`config.mk`:
```
export PLATFORM = sky130hd
export DESIGN_NAME = useq_core
export DESIGN_NICKNAME = d
export VERILOG_FILES = /design/src/rtl/useq_pkg.sv /design/src/rtl/useq_dispatch.sv /design/src/rtl/useq_store.sv /design/src/rtl/useq_next.sv /design/src/rtl/useq_core.sv
export SDC_FILE = /design/constraint.sdc
export NUM_CORES = 1
export LEC_CHECK = 0
export ABC_AREA = 0
export BUFFER_PORTS_ARGS = -buffer_cell sky130_fd_sc_hd__clkbuf_2
export CAP_MARGIN = 20
export CORE_ASPECT_RATIO = 2
export CORE_MARGIN = 8
export CORE_UTILIZATION = 40
export CTS_CLUSTER_DIAMETER = 60
export CTS_CLUSTER_SIZE = 16
export DETAILED_ROUTE_END_ITERATION = 16
export GPL_TIMING_DRIVEN = 0
export PLACE_DENSITY = 0.69
export SLEW_MARGIN = 25
export SYNTH_ARGS = -nofsm -noshare
export SYNTH_HDL_FRONTEND = slang
export SYNTH_SLANG_ARGS = --single-unit
```
`constraint.sdc`:
```
create_clock -name clk -period 4.1 [get_ports clk]
set_input_delay 0.615 -clock clk [delete_from_list [all_inputs] [get_ports clk]]
set_output_delay 0.615 -clock clk [all_outputs]
set_load 0.01 [all_outputs]
```
`src/rtl/useq_pkg.sv`:
```
package useq_pkg;

  localparam int CTRL_W = 17;

  typedef enum logic [2:0] {
    JT_NEXT   = 3'd0,
    JT_SPIN   = 3'd1,
    JT_FETCH  = 3'd2,
    JT_DISP   = 3'd3,
    JT_FTRUE  = 3'd4,
    JT_FFALSE = 3'd5
  } jump_e;

  typedef struct packed {
    logic       mem_en;
    logic       mem_wr;
    logic       ld_ir;
    logic       ld_a;
    logic       ld_b;
    logic       ld_ma;
    logic       reg_oe;
    logic       reg_we;
    logic [2:0] reg_sel;
    logic       alu_oe;
    logic [1:0] alu_fn;
    logic       imm_oe;
    logic [1:0] imm_sel;
  } ctrl_t;

  // register select codes
  localparam logic [2:0] RS_PC   = 3'd0;
  localparam logic [2:0] RS_SRC1 = 3'd1;
  localparam logic [2:0] RS_SRC2 = 3'd2;
  localparam logic [2:0] RS_DST  = 3'd3;
  localparam logic [2:0] RS_LINK = 3'd4;

  // ALU function codes
  localparam logic [1:0] AF_ADD  = 2'd0;
  localparam logic [1:0] AF_INC4 = 2'd1;
  localparam logic [1:0] AF_DEC4 = 2'd2;
  localparam logic [1:0] AF_FUNC = 2'd3;

  // immediate select codes
  localparam logic [1:0] IS_ITYPE = 2'd0;
  localparam logic [1:0] IS_BRSH  = 2'd1;
  localparam logic [1:0] IS_JOFF  = 2'd2;

  // routine entry points
  localparam int UA_FETCH = 0;
  localparam int UA_ALU   = 4;
  localparam int UA_ALUI  = 7;
  localparam int UA_LOAD  = 10;
  localparam int UA_STORE = 15;
  localparam int UA_BEQ   = 20;
  localparam int UA_TAKEN = 23;
  localparam int UA_JMP   = 26;
  localparam int UA_BNE   = 29;

  // opcode values
  localparam int OP_ALU   = 'h33;
  localparam int OP_ALUI  = 'h13;
  localparam int OP_LOAD  = 'h03;
  localparam int OP_STORE = 'h23;
  localparam int OP_BEQ   = 'h63;
  localparam int OP_BNE   = 'h67;
  localparam int OP_JMP   = 'h6F;

endpackage

```
`src/rtl/useq_dispatch.sv`:
```
module useq_dispatch
  import useq_pkg::*;
#(
  parameter int OPC_W = 7,
  parameter int UPC_W = 6
) (
  input  logic [OPC_W-1:0] opcode,
  output logic [UPC_W-1:0] grp_start
);
  localparam logic [UPC_W-1:0] TRAP = {UPC_W{1'b1}};

  always_comb begin
    unique case (opcode)
      OPC_W'(OP_ALU):   grp_start = UPC_W'(UA_ALU);
      OPC_W'(OP_ALUI):  grp_start = UPC_W'(UA_ALUI);
      OPC_W'(OP_LOAD):  grp_start = UPC_W'(UA_LOAD);
      OPC_W'(OP_STORE): grp_start = UPC_W'(UA_STORE);
      OPC_W'(OP_BEQ):   grp_start = UPC_W'(UA_BEQ);
      OPC_W'(OP_BNE):   grp_start = UPC_W'(UA_BNE);
      OPC_W'(OP_JMP):   grp_start = UPC_W'(UA_JMP);
      default:          grp_start = TRAP;
    endcase
  end
endmodule

```
`src/rtl/useq_store.sv`:
```
module useq_store
  import useq_pkg::*;
#(
  parameter int UPC_W = 6
) (
  input  logic [UPC_W-1:0] upc,
  output ctrl_t            word_ctrl,
  output jump_e            word_jt,
  output logic [UPC_W-1:0] word_tgt
);
  localparam logic [UPC_W-1:0] TRAP = {UPC_W{1'b1}};

  always_comb begin
    word_ctrl = '0;
    word_jt   = JT_NEXT;
    word_tgt  = UPC_W'(UA_FETCH);
    case (upc)
      // fetch
      UPC_W'(0):  begin word_ctrl.reg_oe = 1'b1; word_ctrl.reg_sel = RS_PC; word_ctrl.ld_ma = 1'b1; end
      UPC_W'(1):  begin word_ctrl.mem_en = 1'b1; word_ctrl.ld_ir = 1'b1; word_jt = JT_SPIN; end
      UPC_W'(2):  begin word_ctrl.reg_oe = 1'b1; word_ctrl.reg_sel = RS_PC; word_ctrl.ld_a = 1'b1; end
      UPC_W'(3):  begin word_ctrl.alu_oe = 1'b1; word_ctrl.alu_fn = AF_INC4; word_ctrl.reg_we = 1'b1;
                        word_ctrl.reg_sel = RS_PC; word_jt = JT_DISP; end
      // register ALU
      UPC_W'(4):  begin word_ctrl.reg_oe = 1'b1; word_ctrl.reg_sel = RS_SRC1; word_ctrl.ld_a = 1'b1; end
      UPC_W'(5):  begin word_ctrl.reg_oe = 1'b1; word_ctrl.reg_sel = RS_SRC2; word_ctrl.ld_b = 1'b1; end
      UPC_W'(6):  begin word_ctrl.alu_oe = 1'b1; word_ctrl.alu_fn = AF_FUNC; word_ctrl.reg_we = 1'b1;
                        word_ctrl.reg_sel = RS_DST; word_jt = JT_FETCH; end
      // immediate ALU
      UPC_W'(7):  begin word_ctrl.reg_oe = 1'b1; word_ctrl.reg_sel = RS_SRC1; word_ctrl.ld_a = 1'b1; end
      UPC_W'(8):  begin word_ctrl.imm_oe = 1'b1; word_ctrl.imm_sel = IS_ITYPE; word_ctrl.ld_b = 1'b1; end
      UPC_W'(9):  begin word_ctrl.alu_oe = 1'b1; word_ctrl.alu_fn = AF_FUNC; word_ctrl.reg_we = 1'b1;
                        word_ctrl.reg_sel = RS_DST; word_jt = JT_FETCH; end
      // load
      UPC_W'(10): begin word_ctrl.reg_oe = 1'b1; word_ctrl.reg_sel = RS_SRC1; word_ctrl.ld_a = 1'b1; end
      UPC_W'(11): begin word_ctrl.imm_oe = 1'b1; word_ctrl.imm_sel = IS_ITYPE; word_ctrl.ld_b = 1'b1; end
      UPC_W'(12): begin word_ctrl.alu_oe = 1'b1; word_ctrl.alu_fn = AF_ADD; word_ctrl.ld_ma = 1'b1; end
      UPC_W'(13): begin word_ctrl.mem_en = 1'b1; word_ctrl.reg_we = 1'b1; word_ctrl.reg_sel = RS_DST;
                        word_jt = JT_SPIN; end
      UPC_W'(14): word_jt = JT_FETCH;
      // store
      UPC_W'(15): begin word_ctrl.reg_oe = 1'b1; word_ctrl.reg_sel = RS_SRC1; word_ctrl.ld_a = 1'b1; end
      UPC_W'(16): begin word_ctrl.imm_oe = 1'b1; word_ctrl.imm_sel = IS_BRSH; word_ctrl.ld_b = 1'b1; end
      UPC_W'(17): begin word_ctrl.alu_oe = 1'b1; word_ctrl.alu_fn = AF_ADD; word_ctrl.ld_ma = 1'b1; end
      UPC_W'(18): begin word_ctrl.mem_en = 1'b1; word_ctrl.mem_wr = 1'b1; word_ctrl.reg_oe = 1'b1;
                        word_ctrl.reg_sel = RS_SRC2; word_jt = JT_SPIN; end
      UPC_W'(19): word_jt = JT_FETCH;
      // branch if equal
      UPC_W'(20): begin word_ctrl.reg_oe = 1'b1; word_ctrl.reg_sel = RS_SRC1; word_ctrl.ld_a = 1'b1; end
      UPC_W'(21): begin word_ctrl.reg_oe = 1'b1; word_ctrl.reg_sel = RS_SRC2; word_ctrl.ld_b = 1'b1; end
      UPC_W'(22): begin word_ctrl.reg_oe = 1'b1; word_ctrl.reg_sel = RS_PC; word_ctrl.ld_a = 1'b1;
                        word_jt = JT_FFALSE; end
      // shared taken path
      UPC_W'(23): begin word_ctrl.alu_oe = 1'b1; word_ctrl.alu_fn = AF_DEC4; word_ctrl.ld_a = 1'b1; end
      UPC_W'(24): begin word_ctrl.imm_oe = 1'b1; word_ctrl.imm_sel = IS_BRSH; word_ctrl.ld_b = 1'b1; end
      UPC_W'(25): begin word_ctrl.alu_oe = 1'b1; word_ctrl.alu_fn = AF_ADD; word_ctrl.reg_we = 1'b1;
                        word_ctrl.reg_sel = RS_PC; word_jt = JT_FETCH; end
      // jump
      UPC_W'(26): begin word_ctrl.reg_oe = 1'b1; word_ctrl.reg_sel = RS_PC; word_ctrl.ld_a = 1'b1; end
      UPC_W'(27): begin word_ctrl.imm_oe = 1'b1; word_ctrl.imm_sel = IS_JOFF; word_ctrl.ld_b = 1'b1; end
      UPC_W'(28): begin word_ctrl.alu_oe = 1'b1; word_ctrl.alu_fn = AF_ADD; word_ctrl.reg_we = 1'b1;
                        word_ctrl.reg_sel = RS_PC; word_jt = JT_FETCH; end
      // branch if not equal
      UPC_W'(29): begin word_ctrl.reg_oe = 1'b1; word_ctrl.reg_sel = RS_SRC1; word_ctrl.ld_a = 1'b1; end
      UPC_W'(30): begin word_ctrl.reg_oe = 1'b1; word_ctrl.reg_sel = RS_SRC2; word_ctrl.ld_b = 1'b1; end
      UPC_W'(31): begin word_ctrl.reg_oe = 1'b1; word_ctrl.reg_sel = RS_PC; word_ctrl.ld_a = 1'b1;
                        word_jt = JT_FTRUE; end
      UPC_W'(32): begin word_jt = JT_FETCH; word_tgt = UPC_W'(UA_TAKEN); end
      // trap for unknown opcodes
      TRAP:       begin word_jt = JT_FETCH; word_tgt = TRAP; end
      default:    begin word_jt = JT_FETCH; word_tgt = TRAP; end
    endcase
  end
endmodule

```
`src/rtl/useq_next.sv`:
```
module useq_next
  import useq_pkg::*;
#(
  parameter int UPC_W = 6
) (
  input  logic [UPC_W-1:0] upc,
  input  jump_e            jt,
  input  logic [UPC_W-1:0] tgt,
  input  logic [UPC_W-1:0] grp_start,
  input  logic             mem_busy,
  input  logic             br_cmp,
  output logic [UPC_W-1:0] upc_nxt
);
  logic [UPC_W-1:0] upc_inc;
  assign upc_inc = upc + UPC_W'(1);

  always_comb begin
    unique case (jt)
      JT_NEXT:   upc_nxt = upc_inc;
      JT_SPIN:   upc_nxt = mem_busy ? upc : upc_inc;
      JT_FETCH:  upc_nxt = tgt;
      JT_DISP:   upc_nxt = grp_start;
      JT_FTRUE:  upc_nxt = br_cmp ? tgt : upc_inc;
      JT_FFALSE: upc_nxt = br_cmp ? upc_inc : tgt;
      default:   upc_nxt = upc_inc;
    endcase
  end
endmodule

```
`src/rtl/useq_core.sv`:
```
module useq_core
  import useq_pkg::*;
#(
  parameter int OPC_W = 7,
  parameter int UPC_W = 6
) (
  input  logic              clk,
  input  logic              rst,
  input  logic [OPC_W-1:0]  opcode,
  input  logic              mem_busy,
  input  logic              br_cmp,
  output logic [CTRL_W-1:0] ctrl,
  output logic [UPC_W-1:0]  upc
);
  logic [UPC_W-1:0] upc_q;
  logic [UPC_W-1:0] upc_nxt;
  logic [UPC_W-1:0] grp_start;
  logic [UPC_W-1:0] word_tgt;
  ctrl_t            word_ctrl;
  jump_e            word_jt;

  useq_store #(.UPC_W(UPC_W)) u_store (
    .upc(upc_q), .word_ctrl(word_ctrl), .word_jt(word_jt), .word_tgt(word_tgt)
  );

  useq_dispatch #(.OPC_W(OPC_W), .UPC_W(UPC_W)) u_disp (
    .opcode(opcode), .grp_start(grp_start)
  );

  useq_next #(.UPC_W(UPC_W)) u_next (
    .upc(upc_q), .jt(word_jt), .tgt(word_tgt), .grp_start(grp_start),
    .mem_busy(mem_busy), .br_cmp(br_cmp), .upc_nxt(upc_nxt)
  );

  always_ff @(posedge clk) begin
    if (rst) upc_q <= UPC_W'(UA_FETCH);
    else     upc_q <= upc_nxt;
  end

  assign ctrl = word_ctrl;
  assign upc  = upc_q;
endmodule

```
==> flow_summary.json, run 1 <==
{
  "cts_tree": "yes",
  "cts_resized": 0,
  "synth.avg_cell_area_um2": 7.24,
  "synth_cells": 193,
  "min_period_over_period_pct": 70.7,
  "worstPathRequired_ps": 3480,
  "crit_type": "flip-flop to output pin",
  "p_per_area_nw_per_um2": 798,
  "clockBufferDepth": 2,
  "via_per_inst": 6.38,
  "pin_count": 34,
  "wire_per_inst_um": 18.2,
  "tightest_slew_ps": 639,
  "gp_congestion": 0.947,
  "grt_pass1_wl_mm": 7.75,
  "grt_max_degree": 11,
  "core_um2": 3380,
  "synth_nets": 208,
  "wl_met2_mm": 2.62,
  "drt-total-wl_mm": 4.72,
  "grt_pass1_vias": 1708,
  "register_area_um2": 120,
  "rsz0062_at_grt": "false",
  "end_kind": "output pin",
  "cts.hold.buffers_added": 0,
  "ys_ff_latch": 6,
  "die_w_um": 57.8,
  "grt_usage_pct": 16.8,
  "largest_register_ffs": 6,
  "yosysWarnings": 0,
  "highest_layer": "met4",
  "clkLatencyLatePin_ps": 230,
  "p_leak_nw": 0.726,
  "die_height_um": 99.6,
  "ys.flop_type": "dfxtp_1",
  "antennaDiodeCount": 0,
  "maxSlewViolCount": 0,
  "fin_nets": 245,
  "fmax_ghz": 0.345,
  "crit_chain": "inv_1 > ha_1 > clkbuf_1 > mux2_2 > a22oi_1 > nor2_1 > or3_1 > clkbuf_2",
  "num-fill-cells": 345,
  "met1_length_mm": 1.65,
  "irDropWorstVdd_mv": 0.334,
  "holdWs_ps": 580,
  "drive_gt1_share_pct": 31.6,
  "path_delay_family": "buffers and inverters",
  "root_buffer": "clkbuf_8",
  "outcome": "completed",
  "area_delta_synth_final_pct": 17.7,
  "clock_sinks": 6,
  "numCtsBuffers": 3,
  "cpMaxStageDelayCell": "dfxtp_1",
  "layout_min_cycle_time_ps": 2900,
  "die-area_um2": 5760,
  "critPathLaunchType": "flip-flop",
  "first_iter_violations": 70,
  "initial_core_util_pct": 41.4,
  "p_total_mw": 1.31,
  "synth-seq-area-share_pct": 8.59,
  "synth-async-reset-ratio_pct": 0,
  "post-dp-hpwl_mm": 3.81,
  "hold_viol": 0,
  "slew_headroom_pct": 57.0,
  "synthDistinctLibCells": 70,
  "wl_met3_um": 192,
  "fin_skew_ps": 7.72,
  "max_stage_delay_ps": 450,
  "cap_viol_max_count": 0,
  "drtPass1Iterations": 4,
  "syn-cell-area_um2": 1400,
  "clkTransAtPathRegs_ps": 40,
  "multiInputGateArea_um2": 1140,
  "hold_path.class": "primary input to flip-flop",
  "synth-edff-count": 0,
  "setup_viol": 0,
  "route.detailed.drc": 0,
  "cts_htree_levels": 1,
  "critPathBufInv": 3,
  "portBuffers": 32,
  "finalSetupTns_ps": 0,
  "ant_nets": 0,
  "crit_fanout": 10,
  "grt.overflow.total": 0,
  "rows": 30,
  "post_cts.repair.setup_buffers": 0,
  "arrival_ps": 2280,
  "vias": 1658,
  "antenna_found_initial": 0
}
## cell usage in the layout, fill, tap and decap left out, types with 4 or more instances in the layout
cell type	count
a21oi_1	10
a22oi_1	4
and3_1	6
buf_2	4
buf_6	6
clkbuf_2	32
dfxtp_1	6
ha_1	4
inv_1	6
nand2_1	18
nand2b_1	4
nand3_1	7
nor2_1	16
nor2b_1	8
o21ai_0	9
## layer usage
layer,global-route usage [%],vias to the layer above
li1,-,781
met1,14.3,783
met2,32.4,68
met3,3.23,26
met4,12.5,0
met5,0,-
## metrics by stage
step                      area, um^2  util [%]  instances  setup WS [ps]
after detailed placement        1600      47.3        257           1440
after global placement          1600      47.3        257           1440
after floorplan                 1400         -        193           1630
after CTS                       1640      48.5        260           1190
after global routing            1650      48.7        260           1030
final                           1650      48.7        260           1200
## kinds of logic (layout without fill, tap and decap cells)
kind of cell             count (synthesis)  after routing  share of synthesized area (%)
multiplexers                             6              6                           4.83
XOR/XNOR                                 5              5                           3.13
adder cells (fa/ha/maj)                  4              4                           3.58
AO/OA/AOI/OAI                           55             55                           29.4
flip-flops                               6              6                           8.59
buffers and inverters                   22             57                           10.0
other                                    1              1                          0.268
AND/OR/NAND/NOR                         94             94                           40.2
## power by group
group	internal [mW]	switching, mW	total (mW)
sequential	0.0866	0.0408	0.127
combinational	0.462	0.633	1.09
clock	0.0634	0.0289	0.0922
total	0.611	0.702	1.31
## layout make-up
type,instances,area share (%)
Tap cell,32,2.43
Multi-Input combinational cell,165,69.5
Inverter,7,1.60
Clock buffer,3,2.51
Sequential cell,6,7.30
Timing Repair Buffer,32,9.73
Buffer,15,6.92
## path summary, 6_finish.rpt
kind | cells after the start | to | start | slack (ps)
setup / recovery | 8 | ctrl[5] | upc[0] | 1200
hold / removal | 2 | upc[0] | rst | 580
setup reg to reg | 8 | upc[2] | upc[0] | 1500
hold reg to reg | 2 | upc[1] | upc[1] | 610
## cells in the mapped netlist, drive strengths merged, types with 2 or more instances
cell | n | share of area [%]
xor2 | 2 | 1.3
mux2 | 3 | 2.7
ha | 4 | 3.6
dfxtp | 6 | 8.6
nand4b | 2 | 1.3
nor2b | 8 | 3.6
o31ai | 3 | 1.6
xnor2 | 3 | 1.9
nor3b | 3 | 1.6
nor4 | 5 | 3.8
nand3b | 2 | 1.1
nand4 | 2 | 0.90
o21ai | 10 | 3.8
clkbuf | 2 | 0.54
a22oi | 4 | 2.1
a21oi | 11 | 4.2
buf | 13 | 7.6
o21ba | 2 | 1.4
nand3 | 7 | 2.5
or2 | 4 | 1.8
a21o | 3 | 1.6
nor2 | 18 | 5.6
and2 | 2 | 0.90
nand2b | 4 | 1.8
inv | 7 | 1.9
a221oi | 2 | 1.3
o211ai | 2 | 1.1
and3 | 6 | 2.7
nor3 | 4 | 1.8
and2b | 2 | 1.3
mux2i | 3 | 2.1
or3 | 2 | 1.3
a31oi | 4 | 2.9
nand2 | 18 | 4.8
(Power assumes the default switching activity.)
==> run 2, diff against run 1 <==
- PLACE_DENSITY: 0.69 -> 0.71
- clock period: 4.1 -> 2.48 ns (I/O delays scaled with it)
==> flow_summary.json, run 2 (synthesis gave the netlist of run 1 again) <==
{
  "outcome": "completed",
  "max_stage_delay_ps": 390,
  "wire_per_inst_um": 18.8,
  "clockBufferDepth": 2,
  "layout_min_cycle_time_ps": 2410,
  "hold_path.class": "primary input to flip-flop",
  "antennaDiodeCount": 0,
  "irDropWorstVdd_mv": 0.686,
  "whs_path_depth": 2,
  "critPathLaunchType": "flip-flop",
  "gp_congestion": 0.993,
  "rows": 30,
  "finalCoreUtilization_pct": 50.2,
  "crit_type": "flip-flop to output pin",
  "layout_commonest_cell": "clkbuf_2",
  "critPathMostFrequentCell": "buf_6",
  "end_kind": "output pin",
  "rr_worst_depth": 9,
  "power_frac_seq_pct": 10.3,
  "final_cell_mix": "clkbuf_2, nand2_1, nor2_1, a21oi_1",
  "critPathBufInv": 3,
  "core_um2": 3380,
  "fin_nets": 245,
  "fin_skew_ps": 5.32,
  "vias": 1679,
  "die-area_um2": 5760,
  "p_int_mw": 1.07,
  "cts.hold.buffers_added": 0,
  "fmax_ghz": 0.416,
  "p_leak_nw": 0.731,
  "tightest_slew_ps": 608,
  "grt_usage_pct": 17.0,
  "initial_core_util_pct": 41.4,
  "drt-total-wl_mm": 4.89,
  "setup_viol": 0,
  "grt_max_degree": 12,
  "pin_count": 34,
  "drive_gt1_share_pct": 36.4,
  "clkTransAtPathRegs_ps": 40,
  "cpMaxStageDelayCell": "dfxtp_4",
  "crit_chain": "buf_6 > buf_6 > mux2_2 > a22oi_1 > nor2_1 > or3_1 > clkbuf_2",
  "root_buffer": "clkbuf_8",
  "grt.overflow.total": 0,
  "arrival_ps": 2030,
  "fin_cells": 260,
  "worstPathRequired_ps": 2110,
  "hold_viol": 0,
  "p_comb_share_pct": 83.0,
  "maxSlewViolCount": 0,
  "p_sw_mw": 1.20,
  "slew_headroom_pct": 59.1,
  "grt_pass1_wl_mm": 7.91,
  "ant_nets": 0,
  "via_per_inst": 6.46,
  "numCtsBuffers": 3,
  "largest_register_ffs": 6,
  "cap_viol_max_count": 0,
  "crit_fanout": 10,
  "first_iter_violations": 50,
  "swShare_pct": 52.9,
  "cts_htree_levels": 1,
  "antenna_found_initial": 0,
  "holdWs_ps": 351,
  "post-dp-hpwl_mm": 3.89,
  "die_height_um": 99.6,
  "clkLatencyLatePin_ps": 230,
  "grt_pass1_vias": 1782,
  "min_period_over_period_pct": 97.0,
  "drtPass1Iterations": 4,
  "route.detailed.drc": 0,
  "area_delta_synth_final_pct": 21.4,
  "pwr-share-clk_pct": 6.8,
  "cp.depth": 7,
  "portBuffers": 32,
  "place_inst": 257,
  "p_total_mw": 2.28,
  "path_delay_family": "simple AND/OR/NAND/NOR gates",
  "regToRegSetupSlack_ps": 180,
  "p_per_area_nw_per_um2": 1340,
  "clock_sinks": 6,
  "die_w_um": 57.8,
  "cts_tree": "yes"
}
[run 2: cell types whose count changed in the layout (fill, tap and decap cells not counted), moves of 2 or more]
cell	change
buf_4	+2
clkbuf_1	-2
dfxtp_1	-3
dfxtp_4	+3
ha_1	-4
ha_2	+3
[run 2: worst reg2reg max path: cells and delay by family (launching register included)]
family	cells	cell delay (ps)
AO/OA/AOI/OAI	4	610
adder cells (fa/ha/maj)	1	260
buffers and inverters	2	260
flip-flops	1	390
AND/OR/NAND/NOR	2	680
[run 2: path summary, 6_finish.rpt]
kind / from / to
hold / removal: rst / upc[0]
setup / recovery: upc[4] / ctrl[5]
setup reg to reg: upc[0] / upc[3]
hold reg to reg: upc[0] / upc[0]
[run 2: power groups by stage]
stage | sequential (mW) | clock [mW] | combinational, mW
after floorplan | 0.212 | 0 | 1.32
after global routing | 0.240 | 0.162 | 2.04
after global placement | 0.214 | 0 | 1.79
final | 0.233 | 0.154 | 1.89
after detailed placement | 0.215 | 0 | 1.80
after CTS | 0.219 | 0.151 | 1.81
[run 2: cell type report]
| class | instances | area (um^2) |
|---|---|---|
| Tap cell | 32 | 40.0 |
| Clock buffer | 3 | 41.3 |
| Timing Repair Buffer | 33 | 168 |
| Multi-Input combinational cell | 165 | 1180 |
| Fill cell | 357 | 1680 |
| Buffer | 14 | 114 |
| Inverter | 7 | 26.3 |
| Sequential cell | 6 | 131 |
[run 2: routing by layer]
metal | global-route usage [%] | wire length, um
met3 | 3.23 | 216
met4 | 14.3 | 330
met1 | 14.0 | 1620
met2 | 32.5 | 2720
met5 | 0 | 0
[run 2: timing repair]
item | 4_1_cts | 5_1_grt
gates resized for setup | 5 | 11
endpoints found under the setup margin | 9 | 7
gates cloned | 0 | 0
pin swaps | 0 | 1
buffers inserted | 0 | 1
[run 2: metrics by stage]
stage	setup TNS [ps]	cell area, um^2	worst slack [ps]
after floorplan	0	1400	177
after global placement	-172	1600	-75.6
after detailed placement	-181	1600	-72.8
after CTS	0	1640	4.45
after global routing	-5.34	1700	-5.34
final	0	1700	74.9
==> run 3, diff against run 2 <==
- CORE_ASPECT_RATIO: 2 -> 0.7
- PLACE_DENSITY: 0.71 -> 0.66
==> flow_summary.json, run 3 (synthesis gave the netlist of run 1 again) <==
{
  "layout_commonest_cell": "clkbuf_2",
  "reg2reg_from": "upc[0]",
  "grt_max_degree": 12,
  "setup_viol": 0,
  "die_w_um": 86.7,
  "drive_gt1_share_pct": 36.8,
  "end_kind": "output pin",
  "holdPathEnd": "upc[0]",
  "p_leak_nw": 0.735,
  "initial_core_util_pct": 40.8,
  "p_sw_mw": 1.17,
  "grt_pass1_wl_mm": 7.09,
  "grt_usage_pct": 15.3,
  "min_period_over_period_pct": 98.2,
  "grt_pass1_vias": 1459,
  "clkLatencyLatePin_ps": 230,
  "rr_worst_depth": 9,
  "arrival_ps": 2060,
  "critPathLaunchType": "flip-flop",
  "clockBufferDepth": 2,
  "crit_chain": "buf_6 > buf_6 > mux2_2 > a22oi_1 > nor2_1 > or3_1 > clkbuf_2",
  "finalSetupTns_ps": 0,
  "root_buffer": "clkbuf_8",
  "antennaDiodeCount": 0,
  "p_comb_share_pct": 83.4,
  "swShare_pct": 52.3,
  "numCtsBuffers": 3,
  "irDropWorstVdd_mv": 0.717,
  "rr_endpoint": "upc[5]",
  "ant_nets": 0,
  "max_stage_delay_ps": 420,
  "cts.hold.buffers_added": 0,
  "wire_per_inst_um": 15.8,
  "pin_count": 34,
  "power_frac_seq_pct": 9.8,
  "cpMaxStageDelayCell": "dfxtp_2",
  "hold_path.class": "primary input to flip-flop",
  "fin_skew_ps": 0.883,
  "critPathMostFrequentCell": "buf_6",
  "hold_viol": 0,
  "first_iter_violations": 133,
  "p_per_area_nw_per_um2": 1310,
  "die-area_um2": 5670,
  "cts_tree": "yes",
  "post-dp-hpwl_mm": 3.42,
  "p_int_mw": 1.06,
  "grt.overflow.total": 0,
  "cts_htree_levels": 1,
  "drtPass1Iterations": 4,
  "vias": 1569,
  "multiInputGateArea_um2": 1170,
  "worstHoldStart": "rst",
  "core_um2": 3420,
  "fin_nets": 245,
  "worst_slack_ps": 45.2,
  "pwr-share-clk_pct": 6.9,
  "dp_slack_ps": -88.0,
  "crit_fanout": 10,
  "worstPathRequired_ps": 2110,
  "slew_headroom_pct": 58.5,
  "area_delta_synth_final_pct": 22.3,
  "tightest_slew_ps": 618,
  "num-fill-cells": 355,
  "clkTransAtPathRegs_ps": 40,
  "rows": 18,
  "largest_register_ffs": 6,
  "fmax_ghz": 0.411,
  "cap_viol_max_count": 0,
  "clock_sinks": 6,
  "regToRegSetupSlack_ps": 150,
  "drt-total-wl_mm": 4.39,
  "final_cell_mix": "clkbuf_2, nand2_1, nor2_1, a21oi_1",
  "antenna_found_initial": 0,
  "outcome": "completed",
  "gp_congestion": 0.936,
  "maxSlewViolCount": 0,
  "holdWs_ps": 351,
  "die_height_um": 65.5,
  "via_per_inst": 5.64,
  "crit_type": "flip-flop to output pin",
  "layout_min_cycle_time_ps": 2430,
  "portBuffers": 32,
  "register_area_um2": 124,
  "route.detailed.drc": 0,
  "whs_path_depth": 2
}
## run 3: cell counts in the layout (fill, tap and decap cells not counted)
Identical to the previous run, type by type.
## run 3: how the worst max path moves through the flow
stage	from	to	slack, ps	depth (start not counted)
floorplan	upc[0]	upc[0]	180	8
global placement	upc[0]	upc[0]	-110	8
detailed placement	upc[0]	upc[2]	-90	8
CTS	upc[0]	ctrl[5]	8	7
global route	upc[0]	upc[4]	-6	8
finish	upc[4]	ctrl[5]	50	7
## run 3: cell type report
cell class | instances | share of cell area (%)
clock buffers | 3 | 2.42
flip-flops and latches | 6 | 7.25
inverters | 7 | 1.54
well taps | 50 | 3.66
plain buffers | 14 | 6.66
multi-input cells | 165 | 68.7
repair buffers | 33 | 9.81
## run 3: worst max-delay path, delay by kind of cell, from the launching register on
kind,cells,cell delay (ps)
buffers and inverters,3,460
AOI/OAI and AO/OA,1,150
muxes,1,330
DFF,1,420
and+or+nand+nor,2,460
## run 3: repair_timing
| item | CTS | global route |
|---|---|---|
| setup buffers | 0 | 1 |
| pin swaps | 0 | 1 |
| setup endpoints to repair | 9 | 7 |
| resized for setup | 6 | 8 |
## run 3: layer usage
metal / vias to the layer above / routed length, um / track usage (%)
met3: 5 / 474 / 4.11
met1: 721 / 2060 / 21.6
met5: - / 0 / 0
met4: 0 / 28 / 1.92
met2: 63 / 1820 / 22.9
li1: 780 / - / -
## run 3: power by group through the flow
stage,Sequential (mW),Clock [mW],Combinational [mW]
2_1_floorplan,0.212,0,1.32
3_3_place_gp,0.213,0,1.77
3_5_place_dp,0.214,0,1.77
4_1_cts,0.217,0.155,1.78
5_1_grt,0.224,0.158,2.03
6_report,0.218,0.153,1.86
## run 3: through the flow
stage                     cells  total power, mW  util (%)  area, um^2
after global routing        278             2.41      49.9        1710
final                       278             2.23      49.9        1710
after detailed placement    275             1.98      47.3        1620
after floorplan             193             1.53         -        1400
after global placement      275             1.98      47.3        1620
after CTS                   277             2.15      48.7        1670
